$ cat src/rtl/ind_cfg_pkg.sv
package ind_cfg_pkg;
   localparam int unsigned OFS_DATA     = 13;
   localparam int unsigned OFS_CTRL     = 14;
   localparam int unsigned OFS_STAT     = 15;
   localparam int unsigned CTRL_DIR_BIT = 15;
   localparam int unsigned STAT_RD_BIT  = 5;
   localparam int unsigned STAT_WR_BIT  = 14;

   typedef enum logic [1:0] {
      SEQ_IDLE  = 2'd0,
      SEQ_BUS   = 2'd1,
      SEQ_LOCAL = 2'd2
   } seq_state_e;
endpackage

$ cat src/rtl/icb_host_decode.sv
module icb_host_decode
   import ind_cfg_pkg::*;
#(
   parameter int                 HADDR_W   = 10,
   parameter logic [HADDR_W-1:0] BASE_ADDR = 10'h040
) (
   input  logic               host_sel,
   input  logic               host_we,
   input  logic [HADDR_W-1:0] host_addr,
   output logic               rd_data,
   output logic               rd_ctrl,
   output logic               rd_stat,
   output logic               wr_data,
   output logic               wr_ctrl
);
   localparam logic [HADDR_W-1:0] A_DATA = BASE_ADDR + HADDR_W'(OFS_DATA);
   localparam logic [HADDR_W-1:0] A_CTRL = BASE_ADDR + HADDR_W'(OFS_CTRL);
   localparam logic [HADDR_W-1:0] A_STAT = BASE_ADDR + HADDR_W'(OFS_STAT);

   initial begin
      assert (int'(BASE_ADDR) + int'(OFS_STAT) < (1 << HADDR_W))
         else $error("register window does not fit the host address width");
   end

   logic hit_data, hit_ctrl, hit_stat;

   assign hit_data = host_sel && (host_addr == A_DATA);
   assign hit_ctrl = host_sel && (host_addr == A_CTRL);
   assign hit_stat = host_sel && (host_addr == A_STAT);

   assign rd_data  = hit_data && !host_we;
   assign rd_ctrl  = hit_ctrl && !host_we;
   assign rd_stat  = hit_stat && !host_we;
   assign wr_data  = hit_data && host_we;
   assign wr_ctrl  = hit_ctrl && host_we;
endmodule

$ cat src/rtl/icb_access_seq.sv
module icb_access_seq
   import ind_cfg_pkg::*;
#(
   parameter int                    DATA_W     = 32,
   parameter int                    CFG_ADDR_W = 11,
   parameter bit                    CHECK_MAP  = 1'b1,
   parameter logic [CFG_ADDR_W-1:0] MAP_LO     = 11'h200,
   parameter logic [CFG_ADDR_W-1:0] MAP_HI     = 11'h6FF
) (
   input  logic                  clk,
   input  logic                  rst_n,
   input  logic                  start,
   input  logic                  start_wr,
   input  logic [CFG_ADDR_W-1:0] start_addr,
   input  logic [DATA_W-1:0]     start_wdata,
   output logic                  busy,
   output logic                  cfg_req,
   output logic                  cfg_wr,
   output logic [CFG_ADDR_W-1:0] cfg_addr,
   output logic [DATA_W-1:0]     cfg_wdata,
   input  logic                  cfg_ack,
   input  logic [DATA_W-1:0]     cfg_rdata,
   output logic                  done_rd,
   output logic                  done_wr,
   output logic [DATA_W-1:0]     done_rdata
);
   seq_state_e            state_q;
   logic                  wr_q;
   logic [CFG_ADDR_W-1:0] addr_q;
   logic [DATA_W-1:0]     wdata_q;
   logic                  in_map;
   logic                  finish;

   generate
      if (CHECK_MAP) begin : g_window
         assign in_map = (start_addr >= MAP_LO) && (start_addr <= MAP_HI);
      end else begin : g_flat
         assign in_map = 1'b1;
      end
   endgenerate

   always_ff @(posedge clk) begin
      if (!rst_n) begin
         state_q <= SEQ_IDLE;
         wr_q    <= 1'b0;
         addr_q  <= '0;
         wdata_q <= '0;
      end else begin
         unique case (state_q)
            SEQ_IDLE: begin
               if (start) begin
                  wr_q    <= start_wr;
                  addr_q  <= start_addr;
                  wdata_q <= start_wdata;
                  state_q <= in_map ? SEQ_BUS : SEQ_LOCAL;
               end
            end
            SEQ_BUS:   if (cfg_ack) state_q <= SEQ_IDLE;
            SEQ_LOCAL: state_q <= SEQ_IDLE;
            default:   state_q <= SEQ_IDLE;
         endcase
      end
   end

   assign busy       = (state_q != SEQ_IDLE);
   assign cfg_req    = (state_q == SEQ_BUS);
   assign cfg_wr     = wr_q;
   assign cfg_addr   = addr_q;
   assign cfg_wdata  = wdata_q;
   assign finish     = (cfg_req && cfg_ack) || (state_q == SEQ_LOCAL);
   assign done_rd    = finish && !wr_q;
   assign done_wr    = finish && wr_q;
   assign done_rdata = cfg_req ? cfg_rdata : '0;

   assert_req_held_R4: assert property (@(posedge clk) disable iff (!rst_n)
      (cfg_req && !cfg_ack) |=> (cfg_req && $stable(cfg_addr) && $stable(cfg_wr)
                                 && $stable(cfg_wdata)));
   assert_req_drops_R4: assert property (@(posedge clk) disable iff (!rst_n)
      (cfg_req && cfg_ack) |=> !cfg_req);
   assert_local_one_cycle_R10: assert property (@(posedge clk) disable iff (!rst_n)
      (busy && !cfg_req) |=> !busy);

   generate
      if (CHECK_MAP) begin : g_map_chk
         assert_req_in_window_R10: assert property (@(posedge clk) disable iff (!rst_n)
            cfg_req |-> ((cfg_addr >= MAP_LO) && (cfg_addr <= MAP_HI)));
      end
   endgenerate
endmodule

$ cat src/rtl/ind_cfg_bridge.sv
module ind_cfg_bridge
   import ind_cfg_pkg::*;
#(
   parameter int                    HADDR_W     = 10,
   parameter logic [HADDR_W-1:0]    BASE_ADDR   = 10'h040,
   parameter int                    DATA_W      = 32,
   parameter int                    CFG_ADDR_W  = 11,
   parameter bit                    CHECK_MAP   = 1'b1,
   parameter logic [CFG_ADDR_W-1:0] MAP_LO      = 11'h200,
   parameter logic [CFG_ADDR_W-1:0] MAP_HI      = 11'h6FF,
   parameter bit                    HOST_RD_REG = 1'b0
) (
   input  logic                  clk,
   input  logic                  rst_n,
   input  logic                  host_sel,
   input  logic                  host_we,
   input  logic [HADDR_W-1:0]    host_addr,
   input  logic [DATA_W-1:0]     host_wdata,
   output logic [DATA_W-1:0]     host_rdata,
   output logic                  cfg_req,
   output logic                  cfg_wr,
   output logic [CFG_ADDR_W-1:0] cfg_addr,
   output logic [DATA_W-1:0]     cfg_wdata,
   input  logic                  cfg_ack,
   input  logic [DATA_W-1:0]     cfg_rdata
);
   initial begin
      assert (DATA_W >= 16) else $error("DATA_W must hold the command and status bits");
      assert (CFG_ADDR_W >= 1 && CFG_ADDR_W <= 15) else $error("CFG_ADDR_W out of range");
      assert (MAP_LO <= MAP_HI) else $error("mapped window is empty");
   end

   logic                  rd_data, rd_ctrl, rd_stat, wr_data, wr_ctrl;
   logic                  busy, start;
   logic                  done_rd, done_wr;
   logic [DATA_W-1:0]     done_rdata;
   logic [DATA_W-1:0]     data_q;
   logic [CFG_ADDR_W-1:0] addr_q;
   logic                  dir_q, rd_rdy_q, wr_rdy_q;
   logic [DATA_W-1:0]     rd_word;
   logic                  wdata_unused;

   assign wdata_unused = ^host_wdata;

   icb_host_decode #(
      .HADDR_W   (HADDR_W),
      .BASE_ADDR (BASE_ADDR)
   ) u_decode (
      .host_sel  (host_sel),
      .host_we   (host_we),
      .host_addr (host_addr),
      .rd_data   (rd_data),
      .rd_ctrl   (rd_ctrl),
      .rd_stat   (rd_stat),
      .wr_data   (wr_data),
      .wr_ctrl   (wr_ctrl)
   );

   assign start = wr_ctrl && !busy;

   icb_access_seq #(
      .DATA_W     (DATA_W),
      .CFG_ADDR_W (CFG_ADDR_W),
      .CHECK_MAP  (CHECK_MAP),
      .MAP_LO     (MAP_LO),
      .MAP_HI     (MAP_HI)
   ) u_seq (
      .clk         (clk),
      .rst_n       (rst_n),
      .start       (start),
      .start_wr    (host_wdata[CTRL_DIR_BIT]),
      .start_addr  (host_wdata[CFG_ADDR_W-1:0]),
      .start_wdata (data_q),
      .busy        (busy),
      .cfg_req     (cfg_req),
      .cfg_wr      (cfg_wr),
      .cfg_addr    (cfg_addr),
      .cfg_wdata   (cfg_wdata),
      .cfg_ack     (cfg_ack),
      .cfg_rdata   (cfg_rdata),
      .done_rd     (done_rd),
      .done_wr     (done_wr),
      .done_rdata  (done_rdata)
   );

   always_ff @(posedge clk) begin
      if (!rst_n) begin
         data_q   <= '0;
         addr_q   <= '0;
         dir_q    <= 1'b0;
         rd_rdy_q <= 1'b0;
         wr_rdy_q <= 1'b0;
      end else begin
         if (start) begin
            dir_q    <= host_wdata[CTRL_DIR_BIT];
            addr_q   <= host_wdata[CFG_ADDR_W-1:0];
            rd_rdy_q <= 1'b0;
            wr_rdy_q <= 1'b0;
         end
         if (done_rd) rd_rdy_q <= 1'b1;
         if (done_wr) wr_rdy_q <= 1'b1;
         if (done_rd)      data_q <= done_rdata;
         else if (wr_data) data_q <= host_wdata;
      end
   end

   always_comb begin
      rd_word = '0;
      if (rd_data) begin
         rd_word = data_q;
      end else if (rd_ctrl) begin
         rd_word[CFG_ADDR_W-1:0] = addr_q;
         rd_word[CTRL_DIR_BIT]   = dir_q;
      end else if (rd_stat) begin
         rd_word[STAT_RD_BIT] = rd_rdy_q;
         rd_word[STAT_WR_BIT] = wr_rdy_q;
      end
   end

   generate
      if (HOST_RD_REG) begin : g_rd_flop
         logic [DATA_W-1:0] rdata_q;
         always_ff @(posedge clk) begin
            if (!rst_n) rdata_q <= '0;
            else        rdata_q <= rd_word;
         end
         assign host_rdata = rdata_q;
      end else begin : g_rd_comb
         assign host_rdata = rd_word;
      end
   endgenerate

   assert_read_lands_R5: assert property (@(posedge clk) disable iff (!rst_n)
      done_rd |=> (rd_rdy_q && (data_q == $past(done_rdata))));
   assert_write_flag_R6: assert property (@(posedge clk) disable iff (!rst_n)
      done_wr |=> wr_rdy_q);
   assert_flags_cleared_R7: assert property (@(posedge clk) disable iff (!rst_n)
      start |=> (!rd_rdy_q && !wr_rdy_q));
   assert_busy_ignores_cmd_R8: assert property (@(posedge clk) disable iff (!rst_n)
      (wr_ctrl && busy) |=> ($stable(addr_q) && $stable(dir_q)));
   assert_flag_persists_R9: assert property (@(posedge clk) disable iff (!rst_n)
      ((rd_rdy_q || wr_rdy_q) && !start) |=> ($stable(rd_rdy_q) && $stable(wr_rdy_q)));
   assert_single_flag_R9: assert property (@(posedge clk) disable iff (!rst_n)
      $onehot0({rd_rdy_q, wr_rdy_q}));
endmodule

$ cat config.mk
export PLATFORM = sky130hd
export DESIGN_NAME = ind_cfg_bridge
export DESIGN_NICKNAME = d
export VERILOG_FILES = /design/src/rtl/ind_cfg_pkg.sv /design/src/rtl/icb_host_decode.sv /design/src/rtl/icb_access_seq.sv /design/src/rtl/ind_cfg_bridge.sv
export SDC_FILE = /design/constraint.sdc
export NUM_CORES = 1
export LEC_CHECK = 0
export BUFFER_PORTS_ARGS = -buffer_cell sky130_fd_sc_hd__buf_4
export CORE_MARGIN = 1
export CORE_UTILIZATION = 35
export CTS_CLUSTER_DIAMETER = 80
export DETAILED_ROUTE_END_ITERATION = 12
export HOLD_SLACK_MARGIN = 0.1
export PLACE_DENSITY = 0.66
export SLEW_MARGIN = 20
export SYNTH_ARGS = -nofsm -noshare
export SYNTH_HDL_FRONTEND = slang
export SYNTH_SLANG_ARGS = --single-unit
$ cat constraint.sdc
create_clock -name clk -period 3.2 [get_ports clk]
set_input_delay 0.48 -clock clk [delete_from_list [all_inputs] [get_ports clk]]
set_output_delay 0.48 -clock clk [all_outputs]
set_load 0.005 [all_outputs]
## Word-level counts from Yosys, hierarchy flattened

Cells that the tools add are included.

- Register bits: 92
- Output and inout port bits: 77
- Word-level logic and storage cells: 63

- Order comparisons: 2
- Equality and inequality tests: 7
- Mux-type cells: 21
- Reductions and logical operators: 24

Operators by type and width:

| operator | number |
|---|---|
| two-way mux 32 bit | 3 |
| == test 10 x 7 -> 1 bit, second input constant | 3 |
| two-way mux 16 bit | 1 |
| logical AND 1 bit | 13 |
| >= comparator 11 x 10 -> 1 bit, second input constant | 1 |
| <= comparator 11 bit, second input constant | 1 |
| two-way mux 11 bit | 1 |
| two-way mux 5 bit | 2 |
| two-way mux 1 bit | 8 |
| two-way mux 2 bit | 4 |
| nonzero test 2 bit | 4 |
| inequality test 2 bit, second input constant | 2 |
| case mux 2 bit (2 select lines) | 1 |
| AND reduction 2 bit | 2 |
| logical NOT 1 bit | 3 |
| two-way mux 3 bit | 1 |
| == test 2 x 1 -> 1 bit, second input constant | 1 |
| == test 2 bit, second input constant | 1 |
| logical NOT 2 bit | 1 |
| logical OR 1 bit | 1 |

## Longest topological paths before layout

Gate-level depths: netlist of run 1.

- Word-level depth: 6
- Gate-level depth with buffers: 8

## Cells and area by module

A second synthesis of run 1 with hierarchy kept.

- Cells, all modules: 519
- Area total of the unflattened synthesis: 4300.4 µm²

Modules (own cells, without submodules):

| module | times used | cells an instance | area an instance (µm²) |
|---|---|---|---|
| ind_cfg_bridge | 1 | 267 | 2243.4 |
| icb_access_seq | 1 | 241 | 1976.9 |
| icb_host_decode | 1 | 11 | 80.1 |

## Worst setup path before layout of run 1

OpenSTA, ideal clock, no wires.

- Path kind: input-to-output
- Start: input host_addr[3]
- End: output host_rdata[0]
- Arrival: 1.802 ns
- Path slack: 0.918 ns
- Stages: 6
- Path buffers: 2
- Cell sequence: nand3_1 or3_1 clkbuf_1 nor4_1 buf_2 a22o_1

- Cells in the longest elaborated chain, start to end: 5
- Elaborated cells between the ends (all ways): 8
- Those cells by class: eq/ne: 2; mux: 2; reduce/logical: 4

RTL lines:

| element | RTL line | source |
|---|---|---|
| start, declared | ind_cfg_bridge.sv:17 | `input logic [HADDR_W-1:0] host_addr,` |
| == test 10 x 7 -> 1 bit | icb_host_decode.sv:28 | `assign hit_ctrl = host_sel && (host_addr == A_CTRL);` |
| logical AND 1 bit | icb_host_decode.sv:28 |  |
| logical AND 1 bit | icb_host_decode.sv:32 | `assign rd_ctrl = hit_ctrl && !host_we;` |
| two-way mux 5 bit | ind_cfg_bridge.sv:111 | `end else if (rd_ctrl) begin` |
| two-way mux 11 bit * | ind_cfg_bridge.sv:109 | `if (rd_data) begin` |
| end, declared | ind_cfg_bridge.sv:19 | `output logic [DATA_W-1:0] host_rdata,` |

Every way passes the cells marked *; elsewhere a longest branch is shown, timed or not.

## Final worst setup path of run 1

- Start: input host_addr[7]
- End: output host_rdata[9]

Same word-level chain as after synthesis.

==> results of run 1 <==
## per-layer routing
| layer | up-vias | GRT usage |
|---|---|---|
| met5 | - | 0 |
| met4 | 0 | 0.0664 |
| met3 | 11 | 0.0563 |
| met2 | 169 | 0.365 |
| met1 | 1830 | 0.294 |
| li1 | 1868 | - |
## final timing paths
kind | end | slack (ns) | start
min | dir_q$_SDFFE_PN0P_ | 0.39 | host_wdata[15]
min reg2reg | wr_rdy_q$_SDFFE_PN0P_ | 0.48 | wr_rdy_q$_SDFFE_PN0P_
max reg2reg | data_q[31]$_SDFFE_PN0P_ | 0.84 | u_seq.state_q[0]$_SDFFE_PN0P_
max | host_rdata[9] | 0.61 | host_addr[7]
## logic make-up (layout without fill, tap and decap cells)
family          Yosys count  count (layout)  share of synthesized area
simple gates             93              93                      0.149
flops                    80              80                      0.430
mux                       3               3                    0.00872
compound gates          200             200                      0.354
buf+inv                  52             188                     0.0581
## area by class of cell
type | instances | area, um2 | area share
Clock inverter | 5 | 57.6 | 0.0110
Tap cell | 136 | 170 | 0.0327
Sequential cell | 80 | 1600 | 0.307
Timing Repair Buffer | 170 | 1290 | 0.247
Clock buffer | 11 | 131 | 0.0252
Inverter | 2 | 7.51 | 0.00144
Multi-Input combinational cell | 296 | 1950 | 0.375
## Yosys cell counts
library cell	count	area [um2]
or2_1	1	6.26
clkbuf_1	39	146
and4b_1	1	10.0
and4_1	1	8.76
nor3_1	2	10.0
a22o_1	11	96.3
o21ai_0	46	230
a32o_1	1	10.0
or4b_1	1	10.0
a22oi_1	32	240
nor4bb_1	1	10.0
a21boi_0	40	300
nand2_1	5	18.8
mux2_2	2	22.5
nor2b_1	2	12.5
nand3_1	46	230
nor4_4	1	21.3
nor4_1	1	6.26
or4b_4	1	13.8
dfxtp_1	80	1600
nor4b_1	2	17.5
mux2i_1	1	10.0
buf_4	3	22.5
o22ai_1	1	6.26
and2_1	19	119
o211a_1	1	10.0
a21oi_1	33	165
or3b_2	1	8.76
or3_1	1	6.26
nand2b_1	3	18.8
buf_2	8	40.0
nor2_1	1	3.75
a21boi_1	3	22.5
nor4_2	1	12.5
and3_1	2	12.5
inv_1	2	7.51
o31ai_1	32	240
## where the power goes
part	internal (mW)	switching, mW	total, mW
registers	0.995	0.000227	0.995
clock network	0.360	0.374	0.734
logic	0.0828	0.0575	0.140
## sequential cells by signal, summed over array words and instances, names as in the netlist
signal           cells
u_seq.cfg_wdata     32
data_q              32
u_seq.state_q        2
addr_q              11
wr_rdy_q             1
dir_q                1
rd_rdy_q             1
## worst register-to-register path, cell delays in order, from the launching register on
cell	delay (ns)
dfxtp_1	0.41
nor4bb_4	0.35
buf_4	0.34
nand2b_2	0.44
or2_1	0.18
buf_4	0.35
a21oi_1	0.15
==> flow_metrics.tcl, run 1 <==
set metrics [dict create \
    status "complete, no violations" \
    met3_length_um 906 \
    hold_depth 3 \
    met2_length_um 5890 \
    slowest_delay_ns 0.59 \
    worst_slew_pin_slew_ns 0.785 \
    synthToLayoutAreaGrowth_pct 39.7 \
    dr.pass1.iters 5 \
    fmax_mhz 386 \
    path_cells "buf_4, or4b_4, nor4_4, buf_4, a22o_1, buf_4" \
    seq_area_frac_synth 0.430 \
    grt_setup_unrepaired "false" \
    grt_pass1_vias 3731 \
    cp_max_fo 31 \
    whs_ns 0.394 \
    final_area_mm2 0.00521 \
    vdd_drop_max_mv 0.173 \
    start_util 0.361 \
    most-common-layout-cells "buf_4 (169), dfxtp_1 (80), nand3_1 (46), o21ai_0 (46), a21boi_0 (40)" \
    avgSynthCellArea_um2 8.71 \
    core_mm2 0.0103 \
    crit_top_cell "buf_4" \
    root_buffer "clkbuf_8" \
    ant_nets 0 \
    vias 3878 \
    drt-initial-drc-count 188 \
    p_per_area_mw_per_mm2 359 \
    dr.max_layer_used "met4" \
    m1WireLength_um 5420 \
    totalPowerFinal_mw 1.87 \
    gp_congestion 0.759 \
    place_area_mm2 0.00502 \
    grt_antenna_before_repair 0 \
    crit_arrival_ns 2.11 \
    die-area_mm2 0.0111 \
    clk_latency_ns 0.35 \
    ff2ff_path_depth 6 \
    cp_num_cells 6 \
    post_cts_resized 0 \
    grt_max_degree 83 \
    wl_per_cell_um 17.6 \
    synth_cells 428 \
    layout_commonest_cell "buf_4" \
    htree_levels 3 \
    min_period_ns 2.59 \
    num-nets-final 638 \
    io_buffers 155 \
    slowest_stage "or4b_4" \
    num_rows 37 \
    die_x_um 105 \
    utilization 0.505 \
    endpoint_kind "output pin" \
    postCtsSetupRepairBufs 0 \
    grt_overflow 0 \
    power.leakage_nw 2.28 \
    via_per_inst 5.54 \
    placed_cells 684 \
    syn_area_mm2 0.00373 \
    numCtsBuffers 9 \
    cts_sinks 80 \
    finalCritPeriodShare 0.809 \
    crit_type "input pin to output pin" \
    cpLargestDelayFamily "simple AND/OR/NAND/NOR gates" \
    fin_tns_setup_ns 0 \
    clock_path_buffers 2 \
    ys_ff_latch 80 \
    syn_nets 507 \
    drive_above_1_share 0.348 \
    hpwl_um 8290 \
    hold_buffers 0 \
    worstPathRequired_ns 2.72 \
    drc 0 \
    track_usage 0.225 \
    drv_cap 0 \
    fin_skew_ns 0.00687 \
    relSlewSlack 0.474 \
    final-hold-violation-count 0 \
    grt_pass1_wl_um 19700 \
    synth_cell_types 37 \
    drv_slew 0 \
    routed_wl_um 12400 \
    stdcell_count 700 \
    yosysWarnings 0 \
    io_pins 156 \
    setup_violations 0 \
    fill_cells 1017 \
    cp-start-kind "input pin" \
    finalWorstSetupSlack_ns 0.612 \
    crit_buf_inv 3 \
    min-delay-path-class "input pin to register" \
    post-place-ws_ns 0.620 \
    path_clk_slew_ns 0.08 \
    die_h_um 105 \
    antennaDiodeCount 0 \
    cts_tree "yes" \
]
Power figures use the tool's default switching activity.
==> run 2: changes to the inputs <==
==> constraint.sdc (replaced) <==
create_clock -name clk -period 2.5 [get_ports clk]
set_input_delay 0.375 -clock clk [delete_from_list [all_inputs] [get_ports clk]]
set_output_delay 0.375 -clock clk [all_outputs]
set_load 0.005 [all_outputs]
==> flow_metrics.tcl, run 2 (synthesis results as in run 1) <==
set metrics [dict create \
    drt-initial-drc-count 162 \
    min_period_ns 2.31 \
    gp_congestion 0.786 \
    status "complete, no violations" \
    hold_buffers 0 \
    num_rows 37 \
    final_area_mm2 0.00531 \
    setup_violations 0 \
    drv_cap 0 \
    layout_commonest_cell "buf_4" \
    num-nets-final 644 \
    grt_pass1_vias 3741 \
    placed_cells 690 \
    crit_arrival_ns 2.58 \
    cts_tree "yes" \
    final-hold-violation-count 0 \
    clk_latency_ns 0.35 \
    cpLargestDelayFamily "simple AND/OR/NAND/NOR gates" \
    finalCritPeriodShare 0.924 \
    drive_above_1_share 0.358 \
    hold_path.startpoint "host_wdata[7]" \
    slowest_stage "buf_4" \
    slowest_delay_ns 0.43 \
    p_per_area_mw_per_mm2 490 \
    endpoint_kind "register" \
    regArea_mm2 0.00160 \
    vdd_drop_max_mv 0.310 \
    die_h_um 105 \
    io_buffers 155 \
    htree_levels 3 \
    vias 3879 \
    ant_nets 0 \
    clock_path_buffers 2 \
    grt_pass1_wl_um 19400 \
    cts_sinks 80 \
    grt_antenna_before_repair 0 \
    routed_wl_um 12400 \
    path_cells "nor4bb_4, buf_4, nand2b_2, buf_4, o31ai_1, a21oi_1" \
    postCtsSetupRepairBufs 0 \
    numCtsBuffers 9 \
    die-area_mm2 0.0111 \
    min-delay-path-class "input pin to register" \
    track_usage 0.223 \
    cp-startpoint "u_seq.state_q[0]$_SDFFE_PN0P_" \
    drc 0 \
    place_area_mm2 0.00506 \
    stdcell_count 706 \
    grt_setup_unrepaired "false" \
    antennaDiodeCount 0 \
    io_pins 156 \
    swShare 0.214 \
    via_per_inst 5.49 \
    grt_max_degree 83 \
    fin_skew_ns 0.00999 \
    crit_top_cell "buf_4" \
    fill_cells 983 \
    grt_overflow 0 \
    pwr-share-seq 0.489 \
    relSlewSlack 0.332 \
    totalPowerFinal_mw 2.60 \
    path_clk_slew_ns 0.09 \
    power.leakage_nw 2.35 \
    most-common-layout-cells "buf_4 (175), dfxtp_1 (80), nand3_1 (46), o21ai_0 (46), a21boi_0 (40)" \
    power_switching_mw 0.556 \
    drv_slew 0 \
    cell_internal_pwr_mw 2.05 \
    crit_type "register to register" \
    core_mm2 0.0103 \
    multi_input_comb_area_mm2 0.00195 \
    dr.pass1.iters 4 \
    power_frac_comb 0.070 \
    root_buffer "clkbuf_8" \
    crit_buf_inv 2 \
    r2r-start "u_seq.state_q[0]$_SDFFE_PN0P_" \
    wl_per_cell_um 17.5 \
    pwr-share-clk 0.441 \
    fin_tns_setup_ns 0 \
    hpwl_um 8480 \
    die_x_um 105 \
    fmax_mhz 433 \
    worst_slew_pin_slew_ns 0.998 \
    synthToLayoutAreaGrowth_pct 42.4 \
    post_cts_resized 0 \
    cp-start-kind "register" \
    start_util 0.361 \
    worstPathRequired_ns 2.77 \
    cp_max_fo 33 \
]
run 2: changes by cell type in the layout (fill, tap and decap cells not counted), sizes merged:
| cell | change |
|---|---|
| buf | +6 |
| clkbuf | -2 |
| bufinv | +2 |
| clkinvlp | -2 |
| clkinv | +2 |
run 2: metrics by stage:
step | utilization | worst slack [ns] | hold slack, ns
after global routing | 0.514 | 0.00624 | 0.289
after detailed placement | 0.491 | 0.216 | 0.466
after floorplan | - | 0.428 | 0.432
after CTS | 0.514 | 0.203 | 0.278
final | 0.514 | 0.189 | 0.299
after global placement | 0.491 | 0.230 | 0.455
run 2: routing by layer:
| layer | routed length, um | up-vias | global-route usage |
|---|---|---|---|
| met5 | 0 | - | 0 |
| met4 | 95 | 0 | 0.0463 |
| met3 | 910 | 10 | 0.0557 |
| met2 | 5910 | 157 | 0.373 |
| met1 | 5470 | 1839 | 0.289 |
| li1 | - | 1873 | - |
run 2: worst min-delay path, delay by kind of cell:
kind                   cells  cell delay [ns]
AOI/OAI and AO/OA          1             0.05
and+or+nand+nor            1             0.06
buffers and inverters      1             0.12
run 2: final cells by class:
cell class	count	area share
clock buffers	9	0.0233
repair buffers	176	0.251
clock inverters	7	0.0226
flip-flops and latches	80	0.302
multi-input cells	296	0.368
inverters	2	0.00141
well taps	136	0.0321
run 2: power by group through the flow:
stage	Clock, mW	Combinational, mW	Sequential (mW)
after CTS	1.17	0.182	1.27
after global routing	1.22	0.196	1.27
after global placement	0	0.180	1.30
after floorplan	0	0.0585	1.30
after detailed placement	0	0.181	1.30
final	1.15	0.182	1.27
run 2: worst paths after layout:
check,end,slack [ns],depth (start not counted)
worst max-delay path,data_q[18]$_SDFFE_PN0P_,0.19,6
worst min-delay path,addr_q[7]$_SDFFE_PN0P_,0.30,3
worst max register to register,data_q[18]$_SDFFE_PN0P_,0.19,6
worst min register to register,u_seq.cfg_wdata[11]$_SDFFE_PN0P_,0.49,2
